==> config.mk <==
export PLATFORM = sky130hd
export DESIGN_NAME = irq_source_ctrl
export DESIGN_NICKNAME = d
export VERILOG_FILES = /design/src/rtl/isc_pkg.sv /design/src/rtl/isc_src_slot.sv /design/src/rtl/isc_offer_arb.sv /design/src/rtl/isc_cmd_unit.sv /design/src/rtl/irq_source_ctrl.sv
export SDC_FILE = /design/constraint.sdc
export NUM_CORES = 1
export LEC_CHECK = 0
export CORE_MARGIN = 1.5
export CORE_UTILIZATION = 55
export DETAILED_ROUTE_END_ITERATION = 6
export HOLD_SLACK_MARGIN = 0.06
export PLACE_DENSITY = 0.75
export SYNTH_ARGS = -nofsm -noshare
export SYNTH_HDL_FRONTEND = slang
export SYNTH_SLANG_ARGS = --single-unit
==> constraint.sdc <==
create_clock -name clk -period 4.4 [get_ports clk]
set_clock_uncertainty 0.15 [all_clocks]
set_input_delay 0.66 -clock clk [delete_from_list [all_inputs] [get_ports clk]]
set_output_delay 0.66 -clock clk [all_outputs]
set_load 0.005 [all_outputs]
==> src/rtl/isc_pkg.sv <==
package isc_pkg;
  localparam int PRIO_W = 8;
  typedef logic [PRIO_W-1:0] prio_t;
  localparam prio_t PRIO_MASKED = '1;

  // asrt is bit 0, sent bit 1, rej bit 2, mpend bit 3
  typedef struct packed {
    logic mpend;
    logic rej;
    logic sent;
    logic asrt;
  } src_flags_t;

  typedef enum logic [1:0] {
    OP_ROUTE = 2'd0,
    OP_QUERY = 2'd1,
    OP_OFF   = 2'd2,
    OP_ON    = 2'd3
  } cfg_op_e;

  function automatic logic num_in_window(int unsigned num, int unsigned base,
                                         int unsigned cnt);
    return (num >= base) && (num < base + cnt);
  endfunction

  function automatic logic level_deliverable(prio_t p, src_flags_t f);
    return f.asrt && !f.sent && (p != PRIO_MASKED);
  endfunction
endpackage

==> src/rtl/isc_src_slot.sv <==
module isc_src_slot
  import isc_pkg::*;
#(
  parameter int SRV_W    = 4,
  parameter bit IS_LEVEL = 1'b0
) (
  input  logic             clk,
  input  logic             rst_n,
  input  logic             ev_hit,
  input  logic             ev_val,
  input  logic             rej_hit,
  input  logic             eoi_hit,
  input  logic             cfg_hit,
  input  logic [SRV_W-1:0] cfg_srv,
  input  prio_t            cfg_prio,
  input  prio_t            cfg_saved,
  input  logic             resend,
  input  logic             grant,
  output logic [SRV_W-1:0] srv_q,
  output prio_t            prio_q,
  output prio_t            saved_q,
  output logic             pend_q
);
  src_flags_t       flags_q, flags_d;
  logic [SRV_W-1:0] srv_d;
  prio_t            prio_d, saved_d;
  logic             pend_d;

  always_comb begin
    flags_d = flags_q;
    pend_d  = pend_q;
    srv_d   = srv_q;
    prio_d  = prio_q;
    saved_d = saved_q;
    if (grant) pend_d = 1'b0;
    // 1: reject
    if (rej_hit) begin
      flags_d.rej  = 1'b1;
      flags_d.sent = 1'b0;
    end
    // 2: end of interrupt
    if (eoi_hit && IS_LEVEL) flags_d.sent = 1'b0;
    // 3: device event
    if (ev_hit) begin
      if (IS_LEVEL) begin
        flags_d.asrt = ev_val;
        if (level_deliverable(prio_d, flags_d)) begin
          flags_d.sent = 1'b1;
          pend_d       = 1'b1;
        end
      end else if (ev_val) begin
        if (prio_d == PRIO_MASKED) flags_d.mpend = 1'b1;
        else                       pend_d        = 1'b1;
      end
    end
    // 4: configuration write
    if (cfg_hit) begin
      srv_d   = cfg_srv;
      prio_d  = cfg_prio;
      saved_d = cfg_saved;
      if (prio_d == PRIO_MASKED && pend_d) begin
        pend_d = 1'b0;
        if (IS_LEVEL) flags_d.sent  = 1'b0;
        else          flags_d.mpend = 1'b1;
      end
      if (IS_LEVEL) begin
        if (level_deliverable(prio_d, flags_d)) begin
          flags_d.sent = 1'b1;
          pend_d       = 1'b1;
        end
      end else if (flags_d.mpend && prio_d != PRIO_MASKED) begin
        flags_d.mpend = 1'b0;
        pend_d        = 1'b1;
      end
    end
    // 5: resend sweep
    if (resend) begin
      if (IS_LEVEL) begin
        if (level_deliverable(prio_d, flags_d)) begin
          flags_d.sent = 1'b1;
          pend_d       = 1'b1;
        end
      end else if (flags_d.rej) begin
        flags_d.rej = 1'b0;
        if (prio_d != PRIO_MASKED) pend_d = 1'b1;
      end
    end
  end

  always_ff @(posedge clk or negedge rst_n) begin
    if (!rst_n) begin
      flags_q <= '0;
      pend_q  <= 1'b0;
      srv_q   <= '0;
      prio_q  <= PRIO_MASKED;
      saved_q <= PRIO_MASKED;
    end else begin
      flags_q <= flags_d;
      pend_q  <= pend_d;
      srv_q   <= srv_d;
      prio_q  <= prio_d;
      saved_q <= saved_d;
    end
  end

  // masked-pending is only ever held by a masked source
  assert_mpend_masked_R3: assert property (@(posedge clk) disable iff (!rst_n)
    flags_q.mpend |-> (prio_q == PRIO_MASKED));

  // a reject not consumed by a same-cycle resend leaves the mark set
  assert_reject_marks_R5: assert property (@(posedge clk) disable iff (!rst_n)
    (rej_hit && !resend) |=> flags_q.rej);

  // a level event copies the line into the asserted flag
  assert_level_follows_R4: assert property (@(posedge clk) disable iff (!rst_n)
    (IS_LEVEL && ev_hit) |=> (flags_q.asrt == $past(ev_val)));
endmodule

==> src/rtl/isc_offer_arb.sv <==
module isc_offer_arb
  import isc_pkg::*;
#(
  parameter int NUM_SRC = 16,
  parameter int SRV_W   = 4,
  localparam int IDX_W  = $clog2(NUM_SRC)
) (
  input  logic [NUM_SRC-1:0] pend,
  input  logic               ready,
  input  logic [SRV_W-1:0]   srv_a  [NUM_SRC],
  input  prio_t              prio_a [NUM_SRC],
  output logic               valid,
  output logic [IDX_W-1:0]   idx,
  output logic [SRV_W-1:0]   srv,
  output prio_t              prio,
  output logic [NUM_SRC-1:0] grant
);
  always_comb begin
    idx = '0;
    for (int i = NUM_SRC - 1; i >= 0; i--) begin
      if (pend[i]) idx = IDX_W'(i);
    end
  end

  assign valid = |pend;
  assign srv   = srv_a[idx];
  assign prio  = prio_a[idx];

  for (genvar i = 0; i < NUM_SRC; i++) begin : g_grant
    assign grant[i] = valid && ready && (idx == IDX_W'(i));
  end
endmodule

==> src/rtl/isc_cmd_unit.sv <==
module isc_cmd_unit
  import isc_pkg::*;
#(
  parameter int          NUM_SRC = 16,
  parameter int          NUM_SRV = 6,
  parameter int          NUM_W   = 16,
  parameter int          SRV_W   = 4,
  parameter int unsigned BASE    = 32'h1000,
  localparam int IDX_W = $clog2(NUM_SRC)
) (
  input  logic               clk,
  input  logic               rst_n,
  input  logic               cmd_valid,
  input  logic [1:0]         cmd_op,
  input  logic [NUM_W-1:0]   cmd_num,
  input  logic [SRV_W-1:0]   cmd_server,
  input  prio_t              cmd_prio,
  input  logic [SRV_W-1:0]   cur_srv   [NUM_SRC],
  input  prio_t              cur_prio  [NUM_SRC],
  input  prio_t              cur_saved [NUM_SRC],
  output logic [NUM_SRC-1:0] cfg_hit,
  output logic [SRV_W-1:0]   cfg_srv,
  output prio_t              cfg_prio,
  output prio_t              cfg_saved,
  output logic               rsp_valid,
  output logic               rsp_err,
  output logic [SRV_W-1:0]   rsp_server,
  output prio_t              rsp_prio
);
  cfg_op_e          op;
  logic             num_ok, err, wr;
  logic [IDX_W-1:0] sel;

  always_comb begin
    op     = cfg_op_e'(cmd_op);
    num_ok = num_in_window(32'(cmd_num), BASE, NUM_SRC);
    sel    = num_ok ? IDX_W'(cmd_num - NUM_W'(BASE)) : '0;
    err    = !num_ok || (op == OP_ROUTE && 32'(cmd_server) >= NUM_SRV);
    cfg_srv   = cur_srv[sel];
    cfg_prio  = cur_prio[sel];
    cfg_saved = cur_saved[sel];
    unique case (op)
      OP_ROUTE: begin
        cfg_srv   = cmd_server;
        cfg_prio  = cmd_prio;
        cfg_saved = cmd_prio;
      end
      OP_OFF: begin
        cfg_prio  = PRIO_MASKED;
        cfg_saved = cur_prio[sel];
      end
      OP_ON:   cfg_prio = cur_saved[sel];
      default: ;
    endcase
    wr = cmd_valid && !err && (op != OP_QUERY);
  end

  for (genvar i = 0; i < NUM_SRC; i++) begin : g_hit
    assign cfg_hit[i] = wr && (sel == IDX_W'(i));
  end

  always_ff @(posedge clk or negedge rst_n) begin
    if (!rst_n) begin
      rsp_valid  <= 1'b0;
      rsp_err    <= 1'b0;
      rsp_server <= '0;
      rsp_prio   <= '0;
    end else begin
      rsp_valid  <= cmd_valid;
      rsp_err    <= cmd_valid && err;
      rsp_server <= (cmd_valid && !err) ? cfg_srv  : '0;
      rsp_prio   <= (cmd_valid && !err) ? cfg_prio : '0;
    end
  end

  assert_rsp_after_cmd_R13: assert property (@(posedge clk) disable iff (!rst_n)
    cmd_valid |=> rsp_valid);
  assert_no_spurious_rsp_R13: assert property (@(posedge clk) disable iff (!rst_n)
    !cmd_valid |=> !rsp_valid);
endmodule

==> src/rtl/irq_source_ctrl.sv <==
module irq_source_ctrl
  import isc_pkg::*;
#(
  parameter int                 NUM_SRC    = 16,
  parameter int                 NUM_SRV    = 6,
  parameter int                 NUM_W      = 16,
  parameter int                 SRV_W      = 4,
  parameter int unsigned        BASE       = 32'h1000,
  parameter logic [NUM_SRC-1:0] LEVEL_MASK = 16'hF0F0
) (
  input  logic             clk,
  input  logic             rst_n,
  input  logic             ev_valid,
  input  logic [NUM_W-1:0] ev_num,
  input  logic             ev_level,
  input  logic             rej_valid,
  input  logic [NUM_W-1:0] rej_num,
  input  logic             eoi_valid,
  input  logic [NUM_W-1:0] eoi_num,
  input  logic             resend,
  input  logic             cmd_valid,
  input  logic [1:0]       cmd_op,
  input  logic [NUM_W-1:0] cmd_num,
  input  logic [SRV_W-1:0] cmd_server,
  input  logic [7:0]       cmd_prio,
  output logic             rsp_valid,
  output logic             rsp_err,
  output logic [SRV_W-1:0] rsp_server,
  output logic [7:0]       rsp_prio,
  output logic             ofr_valid,
  input  logic             ofr_ready,
  output logic [SRV_W-1:0] ofr_server,
  output logic [NUM_W-1:0] ofr_num,
  output logic [7:0]       ofr_prio
);
  localparam int IDX_W = $clog2(NUM_SRC);

  logic [SRV_W-1:0]   srv_a   [NUM_SRC];
  prio_t              prio_a  [NUM_SRC];
  prio_t              saved_a [NUM_SRC];
  logic [NUM_SRC-1:0] pend_v, grant_v, cfg_hit;
  logic [SRV_W-1:0]   cfg_srv;
  prio_t              cfg_prio, cfg_saved;
  logic [IDX_W-1:0]   ofr_idx;

  // decoded notification targets
  logic             ev_ok, rej_ok, eoi_ok;
  logic [IDX_W-1:0] ev_idx, rej_idx, eoi_idx;

  always_comb begin
    ev_ok   = ev_valid  && num_in_window(32'(ev_num),  BASE, NUM_SRC);
    rej_ok  = rej_valid && num_in_window(32'(rej_num), BASE, NUM_SRC);
    eoi_ok  = eoi_valid && num_in_window(32'(eoi_num), BASE, NUM_SRC);
    ev_idx  = IDX_W'(ev_num  - NUM_W'(BASE));
    rej_idx = IDX_W'(rej_num - NUM_W'(BASE));
    eoi_idx = IDX_W'(eoi_num - NUM_W'(BASE));
  end

  for (genvar i = 0; i < NUM_SRC; i++) begin : g_slot
    isc_src_slot #(.SRV_W(SRV_W), .IS_LEVEL(LEVEL_MASK[i])) u_slot (
      .clk      (clk),
      .rst_n    (rst_n),
      .ev_hit   (ev_ok  && ev_idx  == IDX_W'(i)),
      .ev_val   (ev_level),
      .rej_hit  (rej_ok && rej_idx == IDX_W'(i)),
      .eoi_hit  (eoi_ok && eoi_idx == IDX_W'(i)),
      .cfg_hit  (cfg_hit[i]),
      .cfg_srv  (cfg_srv),
      .cfg_prio (cfg_prio),
      .cfg_saved(cfg_saved),
      .resend   (resend),
      .grant    (grant_v[i]),
      .srv_q    (srv_a[i]),
      .prio_q   (prio_a[i]),
      .saved_q  (saved_a[i]),
      .pend_q   (pend_v[i])
    );
  end

  isc_cmd_unit #(
    .NUM_SRC(NUM_SRC), .NUM_SRV(NUM_SRV), .NUM_W(NUM_W),
    .SRV_W(SRV_W), .BASE(BASE)
  ) u_cmd (
    .clk       (clk),
    .rst_n     (rst_n),
    .cmd_valid (cmd_valid),
    .cmd_op    (cmd_op),
    .cmd_num   (cmd_num),
    .cmd_server(cmd_server),
    .cmd_prio  (cmd_prio),
    .cur_srv   (srv_a),
    .cur_prio  (prio_a),
    .cur_saved (saved_a),
    .cfg_hit   (cfg_hit),
    .cfg_srv   (cfg_srv),
    .cfg_prio  (cfg_prio),
    .cfg_saved (cfg_saved),
    .rsp_valid (rsp_valid),
    .rsp_err   (rsp_err),
    .rsp_server(rsp_server),
    .rsp_prio  (rsp_prio)
  );

  isc_offer_arb #(.NUM_SRC(NUM_SRC), .SRV_W(SRV_W)) u_arb (
    .pend  (pend_v),
    .ready (ofr_ready),
    .srv_a (srv_a),
    .prio_a(prio_a),
    .valid (ofr_valid),
    .idx   (ofr_idx),
    .srv   (ofr_server),
    .prio  (ofr_prio),
    .grant (grant_v)
  );

  assign ofr_num = NUM_W'(BASE) + NUM_W'(ofr_idx);

  // an offer never carries the mask value
  assert_offer_unmasked_R11: assert property (@(posedge clk) disable iff (!rst_n)
    ofr_valid |-> (ofr_prio != PRIO_MASKED));

  // a stalled offer stays up unless a command could mask it
  assert_offer_held_R10: assert property (@(posedge clk) disable iff (!rst_n)
    (ofr_valid && !ofr_ready && !cmd_valid) |=> ofr_valid);

  // while stalled, only a lower-numbered source can take the front
  assert_offer_ascending_R10: assert property (@(posedge clk) disable iff (!rst_n)
    (ofr_valid && !ofr_ready && !cmd_valid) |=> (ofr_num <= $past(ofr_num)));
endmodule

==> summary.txt <==
Failing checks - DRC, setup timing
Relative slew slack - 12.1%
Initial DRC count - 2,698
GR Overflow Total - 0
CTS sink cnt - 382
Hpwl dp - 63,500 µm
Setup TNS - -226 ps
CP arrival - 3650 ps
Worst setup margin - -60.7 ps
Critical setup path kind - register to output port
Die area - 39,400 µm²
Final min period - 4460 ps
Max cap viols - 0
Design area - 25,800 µm²
I/O pin count - 130
Yosys top cell area share - 32.0%
Final Net Count - 2,834
Worst-Margin Slew - 1280 ps
RSZ-0062 raised after global routing - yes
Post-synth top area cell - dfstp_2
Largest net degree at the start of global routing - 102
TritonCTS clock tree - built
Max Fclk - 0.224 GHz
Final Hold Viols - 0
Async SR Flop Fraction - 100%
Netlist cell types - 80
Post-synthesis sequential area ratio - 47.0%
EDFF count, synth - 0
Area growth syn-to-layout - 22.8%
Area of the core - 37,700 µm²
Synth Cell Area - 21,000 µm²
Die span in x - 198 µm
RR Endpoint - g_slot[11].u_slot.pend_q$_DFF_PN0_
Worst Reg2Reg Path Length in Cells - 12
WHS Path Cells - 2
Num CTS Buffers - 43
Share of post-route cells with drive strength above 1 - 23.5%
Final setup viols - 5
Top post-synthesis cells by area - dfstp_2, dfrtp_1, nand2_1, o21ai_0, nor2_1
Yosys reg bits - 382
CTS root buf - clkbuf_16
Filler Cell Count - 3,074
Total number of vias - 22,100
Hold path endpoint - g_slot[9].u_slot.saved_q[7]$_DFFE_PN1P_
CTS Buffer Depth - 3
Vias per std cell - 6.73
Setup crit end kind - output port
Tot GR Track Use - 46.9%
RR Startpoint - g_slot[15].u_slot.pend_q$_DFF_PN0_
Rows - 71
Hold crit path type - register to register
Clock latency on the worst-skew pair - 600 ps
DRC errors left - 6
Buffers on Ports - 117
WL per Instance - 27.8 µm
Synthesized area per cell - 8.30 µm²
Min-delay src - g_slot[9].u_slot.saved_q[7]$_DFFE_PN1P_
Max-slew violation count - 0
DIE HEIGHT - 198 µm
WHS - 326 ps
Synth Flop Type - dfstp_2
Instance count of the mapped netlist - 2,531
Worst-path maximum fanout - 25
Power density cells - 344 nW/µm²
Initial Utilization - 55.8%
Leakage power - 10.0 nW
Area after DPL - 24,000 µm²
Number of global-route vias before repair - 21,400
Initial antenna violation count - 0
Post-Route Utilization - 68.5%
Status - complete, but fails checks
R2r setup slk - 750 ps
Drt first pass iters - 7
Worst Path Required - 3590 ps
First-pass GRT wire length - 134,000 µm
Final worst-path cycle share - 101%
Final GP Congestion - 1.03
CP startpoint kind - register
Total chip power - 0.00887 W
Worst IR drop on VDD - 343 µV
Htree depth - 2
Ys Warns - 0
CTS clk-pin slew, worst paths - 60 ps
Final ANT Viol Nets - 0
WL final - 91,500 µm
-- routing by layer --
| metal | routed length, µm | global-route usage [%] | up-vias |
|---|---|---|---|
| li1 | - | - | 9425 |
| met1 | 32100 | 55.4 | 10500 |
| met2 | 39800 | 71.2 | 1641 |
| met3 | 11000 | 13.7 | 539 |
| met4 | 8710 | 37.8 | 0 |
| met5 | 0 | 0 | - |
-- cells by family after synthesis --
kind of cell	share of synthesized area [%]
AND/OR/NAND/NOR	22.6
AO/OA/AOI/OAI	22.9
buffers and inverters	4.37
multiplexers	3.11
flip-flops	47.0
other	0.0357
-- cell usage in the layout (no fill, tap or decap), drive strengths merged, types with 33 or more instances in the layout --
cell type and instances:
nand2 590, o21ai 396, dfstp 256, buf 243
nor2 174, dfrtp 126, clkdlybuf4s50 109, nand3 109
a21oi 87, clkbuf 68, o22ai 55, a31oi 45
nand4 35, mux2i 35, nor3 33
-- where the power goes --
group	internal [W]	switching, W	total, W	leakage (nW)
combinational	0.000520	0.00102	0.00154	4.94
clock	0.00224	0.00154	0.00379	0.734
sequential	0.00353	0.0000128	0.00355	4.37
-- registers in the layout (all words and copies together), names as in the netlist --
name and cells:
g_slot.u_slot.pend_q 16, u_cmd.rsp_valid 1, g_slot.u_slot.saved_q 128, g_slot.u_slot.srv_q 64, g_slot.u_slot.prio_q 128, u_cmd.rsp_err 1
g_slot.u_slot.flags_q 32, u_cmd.rsp_prio 8, u_cmd.rsp_server 4
-- cells in the mapped netlist, drive strengths merged (24+ instances only) --
| cell | instances |
|---|---|
| a21oi | 87 |
| a31oi | 45 |
| buf | 39 |
| clkbuf | 159 |
| dfrtp | 126 |
| dfstp | 256 |
| inv | 24 |
| mux2 | 27 |
| mux2i | 35 |
| nand2 | 590 |
| nand3 | 109 |
| nand4 | 35 |
| nor2 | 174 |
| nor3 | 33 |
| o21ai | 396 |
| o22ai | 55 |
-- repair_timing --
item / in CTS / in global routing
gates cloned: 3 / 0
hold endpoints to repair: 38 / 0
hold buffers: 1 / 0
resized for setup: 17 / 25
setup endpoints to repair: 12 / 37
setup buffers: 8 / 1
pin swaps: 7 / 5
-- per-stage QoR --
step / worst slack, ps / std cells
after floorplan: 213 / 2541
after global placement: -438 / 3200
after detailed placement: -503 / 3200
after CTS: -29.9 / 3291
after global routing: -168 / 3292
final: -60.7 / 3293
-- cell type report --
cell class                 instances  area (µm²)  area share, %
clock buffer                      67        1350           5.23
inverter                          25         101          0.393
timing repair buffer             359        3300           12.8
multi-input combinational       1936       10400           40.3
sequential                       382        9880           38.3
clock inverter                    12         139          0.538
tap                              511         639           2.48
antenna                            1        2.50        0.00969
-- worst max-delay path by stage --
stage                                                   from                                end  cells after the start
after floorplan                                   cmd_num[4]  g_slot[8].u_slot.pend_q$_DFF_PN0_                     13
after global placement                            cmd_num[4]  g_slot[9].u_slot.pend_q$_DFF_PN0_                     14
after detailed placement                          cmd_num[4]  g_slot[9].u_slot.pend_q$_DFF_PN0_                     14
after CTS                 g_slot[14].u_slot.pend_q$_DFF_PN0_                        ofr_prio[6]                     13
after global routing      g_slot[14].u_slot.pend_q$_DFF_PN0_                        ofr_prio[1]                     12
final                     g_slot[15].u_slot.pend_q$_DFF_PN0_                        ofr_prio[2]                     13
-- critical path, cell delays in order, from the launching register on --
cell	delay (ps)
dfrtp_2	460
nor2b_1	150
o21bai_1	150
a21oi_2	90
o21ai_2	160
a2111oi_2	90
buf_4	160
nor2_4	280
bufbuf_16	430
nand2_1	80
nand3_1	80
nand3_1	180
nand3_1	210
clkdlybuf4s50_1	520
(Power assumes the default switching activity.)
